## src/rtl/ifb_pkg.sv

```systemverilog
`timescale 1ns/1ps
package ifb_pkg;
  localparam int IFB_ENTRIES = 4;
  localparam int IFB_IDX_W   = $clog2(IFB_ENTRIES);
  localparam int IFB_AGE_W   = IFB_ENTRIES * (IFB_ENTRIES - 1) / 2;

  // bit of the pairwise age table for entries lo < hi; set = lo is newer
  function automatic int pair_bit(int lo, int hi);
    return lo * IFB_ENTRIES - (lo * (lo + 1)) / 2 + (hi - lo - 1);
  endfunction
endpackage

```

## src/rtl/ifb_age.sv

```systemverilog
`timescale 1ns/1ps
module ifb_age
  import ifb_pkg::*;
(
  input  logic                 clk_i,
  input  logic                 rst_ni,
  input  logic                 touch_i,
  input  logic [IFB_IDX_W-1:0] touch_idx_i,
  output logic [IFB_IDX_W-1:0] oldest_o
);
  logic [IFB_AGE_W-1:0]   age_q, age_d;
  logic [IFB_ENTRIES-1:0] loses_all;

  always_comb begin
    for (int i = 0; i < IFB_ENTRIES; i++) begin
      loses_all[i] = 1'b1;
      for (int j = 0; j < IFB_ENTRIES; j++) begin
        if (j > i && age_q[pair_bit(i, j)])  loses_all[i] = 1'b0;
        if (j < i && !age_q[pair_bit(j, i)]) loses_all[i] = 1'b0;
      end
    end
    oldest_o = '0;
    for (int i = IFB_ENTRIES - 1; i >= 0; i--)
      if (loses_all[i]) oldest_o = IFB_IDX_W'(i);
  end

  always_comb begin
    age_d = age_q;
    if (touch_i) begin
      for (int j = 0; j < IFB_ENTRIES; j++) begin
        if (j > int'(touch_idx_i)) age_d[pair_bit(int'(touch_idx_i), j)] = 1'b1;
        if (j < int'(touch_idx_i)) age_d[pair_bit(j, int'(touch_idx_i))] = 1'b0;
      end
    end
  end

  always_ff @(posedge clk_i or negedge rst_ni)
    if (!rst_ni) age_q <= '0;
    else         age_q <= age_d;
endmodule

```

## src/rtl/ifb_xlate.sv

```systemverilog
`timescale 1ns/1ps
module ifb_xlate #(
  parameter int ADDR_W = 15,
  parameter int OFF_W  = 10,
  localparam int PAGE_W = ADDR_W - OFF_W
) (
  input  logic [ADDR_W-1:0] addr_i,
  input  logic              sup_i,
  input  logic [PAGE_W-1:0] pt_entry_i,
  output logic [PAGE_W-1:0] pt_idx_o,
  output logic [ADDR_W:0]   tag_o,
  output logic [ADDR_W-1:0] phys_o,
  output logic              unmapped_o
);
  assign pt_idx_o   = addr_i[ADDR_W-1:OFF_W];
  assign tag_o      = {sup_i, addr_i};
  assign phys_o     = sup_i ? addr_i : {pt_entry_i, addr_i[OFF_W-1:0]};
  assign unmapped_o = !sup_i && (pt_entry_i == '0);
endmodule

```

## src/rtl/ifb_tags.sv

```systemverilog
`timescale 1ns/1ps
module ifb_tags
  import ifb_pkg::*;
#(
  parameter int TAG_W  = 16,
  parameter int DATA_W = 48
) (
  input  logic                 clk_i,
  input  logic                 rst_ni,
  input  logic [TAG_W-1:0]     look_tag_i,
  output logic                 hit_o,
  output logic [IFB_IDX_W-1:0] hit_idx_o,
  output logic [DATA_W-1:0]    hit_data_o,
  input  logic                 wr_i,
  input  logic [IFB_IDX_W-1:0] wr_idx_i,
  input  logic [DATA_W-1:0]    wr_data_i
);
  logic [TAG_W-1:0]       tag_q [IFB_ENTRIES];
  logic [DATA_W-1:0]      dat_q [IFB_ENTRIES];
  logic [IFB_ENTRIES-1:0] vld_q, match;

  for (genvar g = 0; g < IFB_ENTRIES; g++) begin : g_ent
    assign match[g] = vld_q[g] && (tag_q[g] == look_tag_i);

    always_ff @(posedge clk_i or negedge rst_ni)
      if (!rst_ni) begin
        vld_q[g] <= 1'b0;
        tag_q[g] <= '0;
        dat_q[g] <= '0;
      end else if (wr_i && wr_idx_i == IFB_IDX_W'(g)) begin
        vld_q[g] <= 1'b1;
        tag_q[g] <= look_tag_i;
        dat_q[g] <= wr_data_i;
      end
  end

  always_comb begin
    hit_idx_o = '0;
    for (int i = IFB_ENTRIES - 1; i >= 0; i--)
      if (match[i]) hit_idx_o = IFB_IDX_W'(i);
  end

  assign hit_o      = |match;
  assign hit_data_o = dat_q[hit_idx_o];
endmodule

```

## src/rtl/ifetch_buffer.sv

```systemverilog
`timescale 1ns/1ps
module ifetch_buffer
  import ifb_pkg::*;
#(
  parameter int ADDR_W = 15,
  parameter int OFF_W  = 10,
  parameter int DATA_W = 48,
  parameter int N_SW   = 8,
  localparam int PAGE_W = ADDR_W - OFF_W,
  localparam int TAG_W  = ADDR_W + 1,
  localparam int SW_W   = $clog2(N_SW)
) (
  input  logic                   clk_i,
  input  logic                   rst_ni,
  input  logic                   req_i,
  input  logic [ADDR_W-1:0]      req_addr_i,
  input  logic                   req_actual_i,
  input  logic                   req_sup_i,
  input  logic [TAG_W-1:0]       bkpt_addr_i,
  output logic [PAGE_W-1:0]      pt_idx_o,
  input  logic [PAGE_W-1:0]      pt_entry_i,
  output logic [ADDR_W-1:0]      mem_addr_o,
  input  logic [DATA_W-1:0]      mem_data_i,
  input  logic [N_SW*DATA_W-1:0] sw_regs_i,
  output logic [DATA_W-1:0]      word_o,
  output logic                   word_vld_o,
  output logic                   hit_o,
  output logic                   zero_fault_o,
  output logic                   prot_fault_o,
  output logic                   bkpt_fault_o,
  output logic [PAGE_W-1:0]      fault_page_o
);
  logic [TAG_W-1:0]     tag;
  logic [ADDR_W-1:0]    phys;
  logic                 unmapped, checked, go, hit;
  logic [IFB_IDX_W-1:0] hit_idx, oldest;
  logic [DATA_W-1:0]    hit_data, fill_word;

  ifb_xlate #(.ADDR_W(ADDR_W), .OFF_W(OFF_W)) u_xlate (
    .addr_i(req_addr_i), .sup_i(req_sup_i), .pt_entry_i(pt_entry_i),
    .pt_idx_o(pt_idx_o), .tag_o(tag), .phys_o(phys), .unmapped_o(unmapped)
  );

  // checks apply to real fetches only; priority zero > protection > breakpoint
  assign checked      = req_i && req_actual_i;
  assign zero_fault_o = checked && (req_addr_i == '0);
  assign prot_fault_o = checked && !zero_fault_o && unmapped;
  assign bkpt_fault_o = checked && !zero_fault_o && !prot_fault_o && (tag == bkpt_addr_i);
  assign fault_page_o = prot_fault_o ? req_addr_i[ADDR_W-1:OFF_W] : '0;
  assign go = req_i && !zero_fault_o && !prot_fault_o && !bkpt_fault_o;

  assign mem_addr_o = phys;
  assign fill_word  = (int'(phys) < N_SW) ? sw_regs_i[int'(phys[SW_W-1:0])*DATA_W +: DATA_W]
                                          : mem_data_i;

  ifb_tags #(.TAG_W(TAG_W), .DATA_W(DATA_W)) u_tags (
    .clk_i(clk_i), .rst_ni(rst_ni), .look_tag_i(tag),
    .hit_o(hit), .hit_idx_o(hit_idx), .hit_data_o(hit_data),
    .wr_i(go && !hit), .wr_idx_i(oldest), .wr_data_i(fill_word)
  );

  ifb_age u_age (
    .clk_i(clk_i), .rst_ni(rst_ni),
    .touch_i(go && req_actual_i), .touch_idx_i(hit ? hit_idx : oldest),
    .oldest_o(oldest)
  );

  assign word_vld_o = go;
  assign hit_o      = go && hit;
  assign word_o     = go ? (hit ? hit_data : fill_word) : '0;
endmodule

```

## config.mk

```make
export PLATFORM = sky130hd
export DESIGN_NAME = ifetch_buffer
export DESIGN_NICKNAME = d
export VERILOG_FILES = /design/src/rtl/ifb_pkg.sv /design/src/rtl/ifb_age.sv /design/src/rtl/ifb_xlate.sv /design/src/rtl/ifb_tags.sv /design/src/rtl/ifetch_buffer.sv
export SDC_FILE = /design/constraint.sdc
export NUM_CORES = 1
export LEC_CHECK = 0
export ABC_AREA = 0
export BUFFER_PORTS_ARGS = -buffer_cell sky130_fd_sc_hd__buf_2
export CAP_MARGIN = 40
export CORE_ASPECT_RATIO = 0.75
export CORE_MARGIN = 2
export CORE_UTILIZATION = 40
export DETAILED_ROUTE_END_ITERATION = 7
export MAX_ROUTING_LAYER = met4
export PLACE_DENSITY = 0.79
export SYNTH_ARGS = -nofsm -noshare
export SYNTH_HDL_FRONTEND = slang
export SYNTH_SLANG_ARGS = --single-unit
```

## constraint.sdc

```tcl
create_clock -name clk_i -period 2.5 [get_ports clk_i]
set_clock_uncertainty 0.1 [all_clocks]
set_input_delay 0.25 -clock clk_i [delete_from_list [all_inputs] [get_ports clk_i]]
set_output_delay 0.25 -clock clk_i [all_outputs]
set_load 0.01 [all_outputs]
```

==> impl_metrics.env <==
export IMPL_synth_warnings=0
export IMPL_drive_gt1_share_pct=67.71
export IMPL_finalHoldViolCount=3
export IMPL_wl_per_cell_um=27.84
export IMPL_worstMarginPinSlew_ns=0.7075
export IMPL_ys_seq_area_share_pct=38.64
export IMPL_die_h_um=183.7
export IMPL_cts_path_max_buffers=3
export IMPL_io_pins=551
export IMPL_reg2regPathDepth=17
export IMPL_timing_rr_start="u_tags.tag_q[42]$_DFFE_PN0P_"
export IMPL_crit_required_ns=2.15
export IMPL_crit_slowest_cell="dfrtp_1"
export IMPL_fmax_mhz=278.0
export IMPL_io_buffers=550
export IMPL_initialDrtViolationCount=1804
export IMPL_path_class="reg2out"
export IMPL_clk_latency_ns=0.57
export IMPL_grt_total_usage_pct=30.39
export IMPL_rsz0062_at_grt="yes"
export IMPL_num_rows=65
export IMPL_leakagePower_nw=12.38
export IMPL_synth_ff_latch_count=266
export IMPL_slew_viol_final=0
export IMPL_max_slew_margin_pct=52.47
export IMPL_drv_cap=0
export IMPL_first_global_vias=16070
export IMPL_syn_area_per_cell_um2=12.26
export IMPL_violations="hold timing, setup timing"
export IMPL_route_detailed_drc=0
export IMPL_p_per_area_nw_per_um2=828.4
export IMPL_numCtsBuffers=29
export IMPL_synthXorXnorAreaFrac_pct=4.067
export IMPL_num_vias=16590
export IMPL_period_needed_ns=3.597
export IMPL_ant_nets=0
export IMPL_timing_final_ws_setup_ns=-1.097
export IMPL_clkTransAtPathRegs_ns=0.07
export IMPL_cts_sinks=266
export IMPL_fin_area_um2=26400
export IMPL_synth_cells=1405
export IMPL_start_util_pct=40.74
export IMPL_setup_viol=316
export IMPL_synth_top_family_by_area="multiplexers"
export IMPL_dr_pass1_iters=6
export IMPL_critPathCaptureType="output port"
export IMPL_place_inst=2595
export IMPL_synthArstFlopShare_pct=100.0
export IMPL_cp_num_buf_inv=4
export IMPL_peakVddDrop_v=0.0005223
export IMPL_dp_slack_ns=-0.7727
export IMPL_r2r_end="u_tags.dat_q[2]$_DFFE_PN0P_"
export IMPL_place_area_um2=22510
export IMPL_hp_class="in2reg"
export IMPL_synth_fp_nets=1878
export IMPL_min_to="u_tags.tag_q[55]$_DFFE_PN0P_"
export IMPL_antenna_found_initial=10
export IMPL_yosys_area_share_simple_pct=8.933
export IMPL_synthAdderAreaFrac_pct=0
export IMPL_syn_area_um2=17230
export IMPL_core_um2=42290
export IMPL_cts_root_buf="clkbuf_16"
export IMPL_grt_pass1_wl_um=99900
export IMPL_die_area_um2=44760
export IMPL_synth_edf_count=0
export IMPL_start_kind="register"
export IMPL_min_from="req_addr_i[7]"
export IMPL_areaGrowthSynthToFinish_pct=53.23
export IMPL_cts_tree="built"
export IMPL_synth_top_flop_cell="dfrtp_1"
export IMPL_muxShareOfSynthArea_pct=37.02
export IMPL_regToRegSetupSlack_ns=-1.01
export IMPL_place_gp_congestion=1.015
export IMPL_arrival_ns=3.25
export IMPL_finalNonFillerCells=2756
export IMPL_fin_crit_sh_pct=143.9
export IMPL_crit_family="simple AND/OR/NAND/NOR gates"
export IMPL_fin_nets=2631
export IMPL_status="finished, violations left"
export IMPL_grt_ovfl_total=0
export IMPL_min_delay_path_depth=2
export IMPL_synth_distinct_cells=51
export IMPL_cts_htree_levels=1
export IMPL_grt_max_degree=75
export IMPL_hold_ws_ns=-0.002585
export IMPL_worstPathMaxFanout=16
export IMPL_synth_compound_area_share_pct=6.885
export IMPL_dp_final_hpwl_um=50170
export IMPL_dieWidth_um=243.6
export IMPL_totalWireLength_um=76730
export IMPL_crit_chain="xnor2_2, nand4_1, buf_4, nor4_4, buf_12, buf_4, a32oi_1, a21boi_2, or3_4, a31oi_4, buf_2"
export IMPL_max_stage_delay_ns=0.40
export IMPL_path_common_cell="buf_4"
export IMPL_via_per_inst=6.021
## metrics by stage
step / hold slack (ns) / util [%] / power [mW] / setup TNS (ns)
global route: -0.003558 / 62.41 / 22.63 / -303.25
floorplan: -0.1456 / - / 12.40 / -5.823
CTS: 0.006425 / 57.49 / 20.06 / -207.49
detailed placement: 0.1875 / 53.22 / 14.92 / -153.82
finish: -0.002585 / 62.42 / 21.87 / -278.00
global placement: 0.1818 / 53.22 / 14.51 / -137.69
## sequential cells by signal (all words and copies together), names as in the netlist, named ones only
| signal | cells |
|---|---|
| u_tags.dat_q | 192 |
| u_tags.tag_q | 64 |
| u_tags.vld_q | 4 |
| u_age.age_q | 2 |
## cells in the mapped netlist, types with 9 or more instances
| cell type | instances | area share (%) |
|---|---|---|
| mux2_2 | 309 | 20 |
| clkbuf_1 | 70 | 1.5 |
| dfrtp_1 | 266 | 39 |
| nand2_1 | 60 | 1.3 |
| a32oi_1 | 48 | 2.4 |
| mux4_2 | 96 | 13 |
| a21boi_0 | 48 | 2.1 |
| nand4_1 | 14 | 0.51 |
| buf_4 | 19 | 0.83 |
| mux2_4 | 49 | 4.3 |
| nor4_1 | 10 | 0.36 |
| xor2_1 | 18 | 0.92 |
| nand3_1 | 52 | 1.5 |
| nor2_1 | 56 | 1.2 |
| a31oi_1 | 48 | 1.7 |
| buf_2 | 53 | 1.5 |
| xnor2_1 | 62 | 3.2 |
| or3_1 | 52 | 1.9 |
| nor3_1 | 9 | 0.26 |
## final cells by class
class	count	area, µm²
Fill cell	3138	15890
Multi-Input combinational cell	984	11170
Inverter	5	18.77
Clock inverter	10	115.1
Sequential cell	266	6656
Clock buffer	40	837.1
Timing Repair Buffer	872	6859
Antenna cell	10	25.02
Tap cell	569	711.9
## routing by layer
metal | vias to the layer above | GRT usage (%) | part of all wire, %
met2 | 1112 | 48.56 | 47
met4 | 0 | 10.20 | 4.2
met3 | 197 | 5.795 | 9.0
met1 | 8455 | 39.06 | 40
met5 | - | - | 0
li1 | 6829 | - | -
## cells by family (layout without fill, tap and decap cells)
kind of cell	after synthesis	in the layout
flops	266	266
buf+inv	155	927
xor+xnor	80	80
other cells	0	10
mux	454	454
compound gates	159	159
simple gates	291	291
## cells in the final DEF (no fill, tap or decap), types with 15 or more instances in the layout
cell / instances
nand3_2: 15
dfrtp_1: 266
buf_2: 520
a31oi_2: 22
buf_4: 185
xnor2_2: 17
clkbuf_16: 50
mux2_2: 147
or3_1: 43
buf_6: 42
nand3_1: 37
mux2_4: 211
dlygate4sd3_1: 18
nor2_1: 55
xnor2_1: 45
buf_12: 64
a21boi_1: 38
a32oi_1: 46
a31oi_1: 19
nand2_1: 58
mux4_2: 96
## worst max path at each step
stage,start,to,slack [ns],depth (start not counted)
finish,u_tags.tag_q[3]$_DFFE_PN0P_,word_o[39],-1.10,11
global route,u_tags.tag_q[3]$_DFFE_PN0P_,word_o[10],-1.23,11
CTS,u_tags.tag_q[10]$_DFFE_PN0P_,word_o[5],-1.02,11
detailed placement,req_addr_i[7],word_o[14],-0.77,11
global placement,req_addr_i[7],word_o[14],-0.78,11
floorplan,req_sup_i,word_o[37],-0.09,10
## where the power goes
part           internal [mW]  switching, mW  total [mW]  leakage, nW
clock network           2.53           1.88        4.42        0.473
registers               6.48           1.51        7.99         3.16
logic                   5.75           3.71        9.46         8.75
total                   14.8           7.10        21.9         12.4
## worst reg2reg max path, stage by stage, from the launching register on
cell,delay (ns)
dfrtp_1,0.39
xnor2_1,0.26
nand2_1,0.11
or3b_2,0.52
nor4_4,0.20
buf_12,0.16
buf_6,0.09
buf_6,0.08
buf_6,0.08
buf_6,0.09
nor4_4,0.03
buf_4,0.15
buf_6,0.11
nand3b_1,0.21
buf_6,0.17
clkbuf_16,0.18
buf_12,0.15
mux2_4,0.31
## what timing repair did
item                                   in CTS  in global routing
setup buffers                              15                 46
pin swaps                                   5                 35
endpoints found under the hold margin      91                 21
gates resized for setup                   102                298
cloned                                      9                 24
hold buffers                                9                  9
setup endpoints to repair                 317                317
Note: power is estimated with default switching activity, not from simulation.
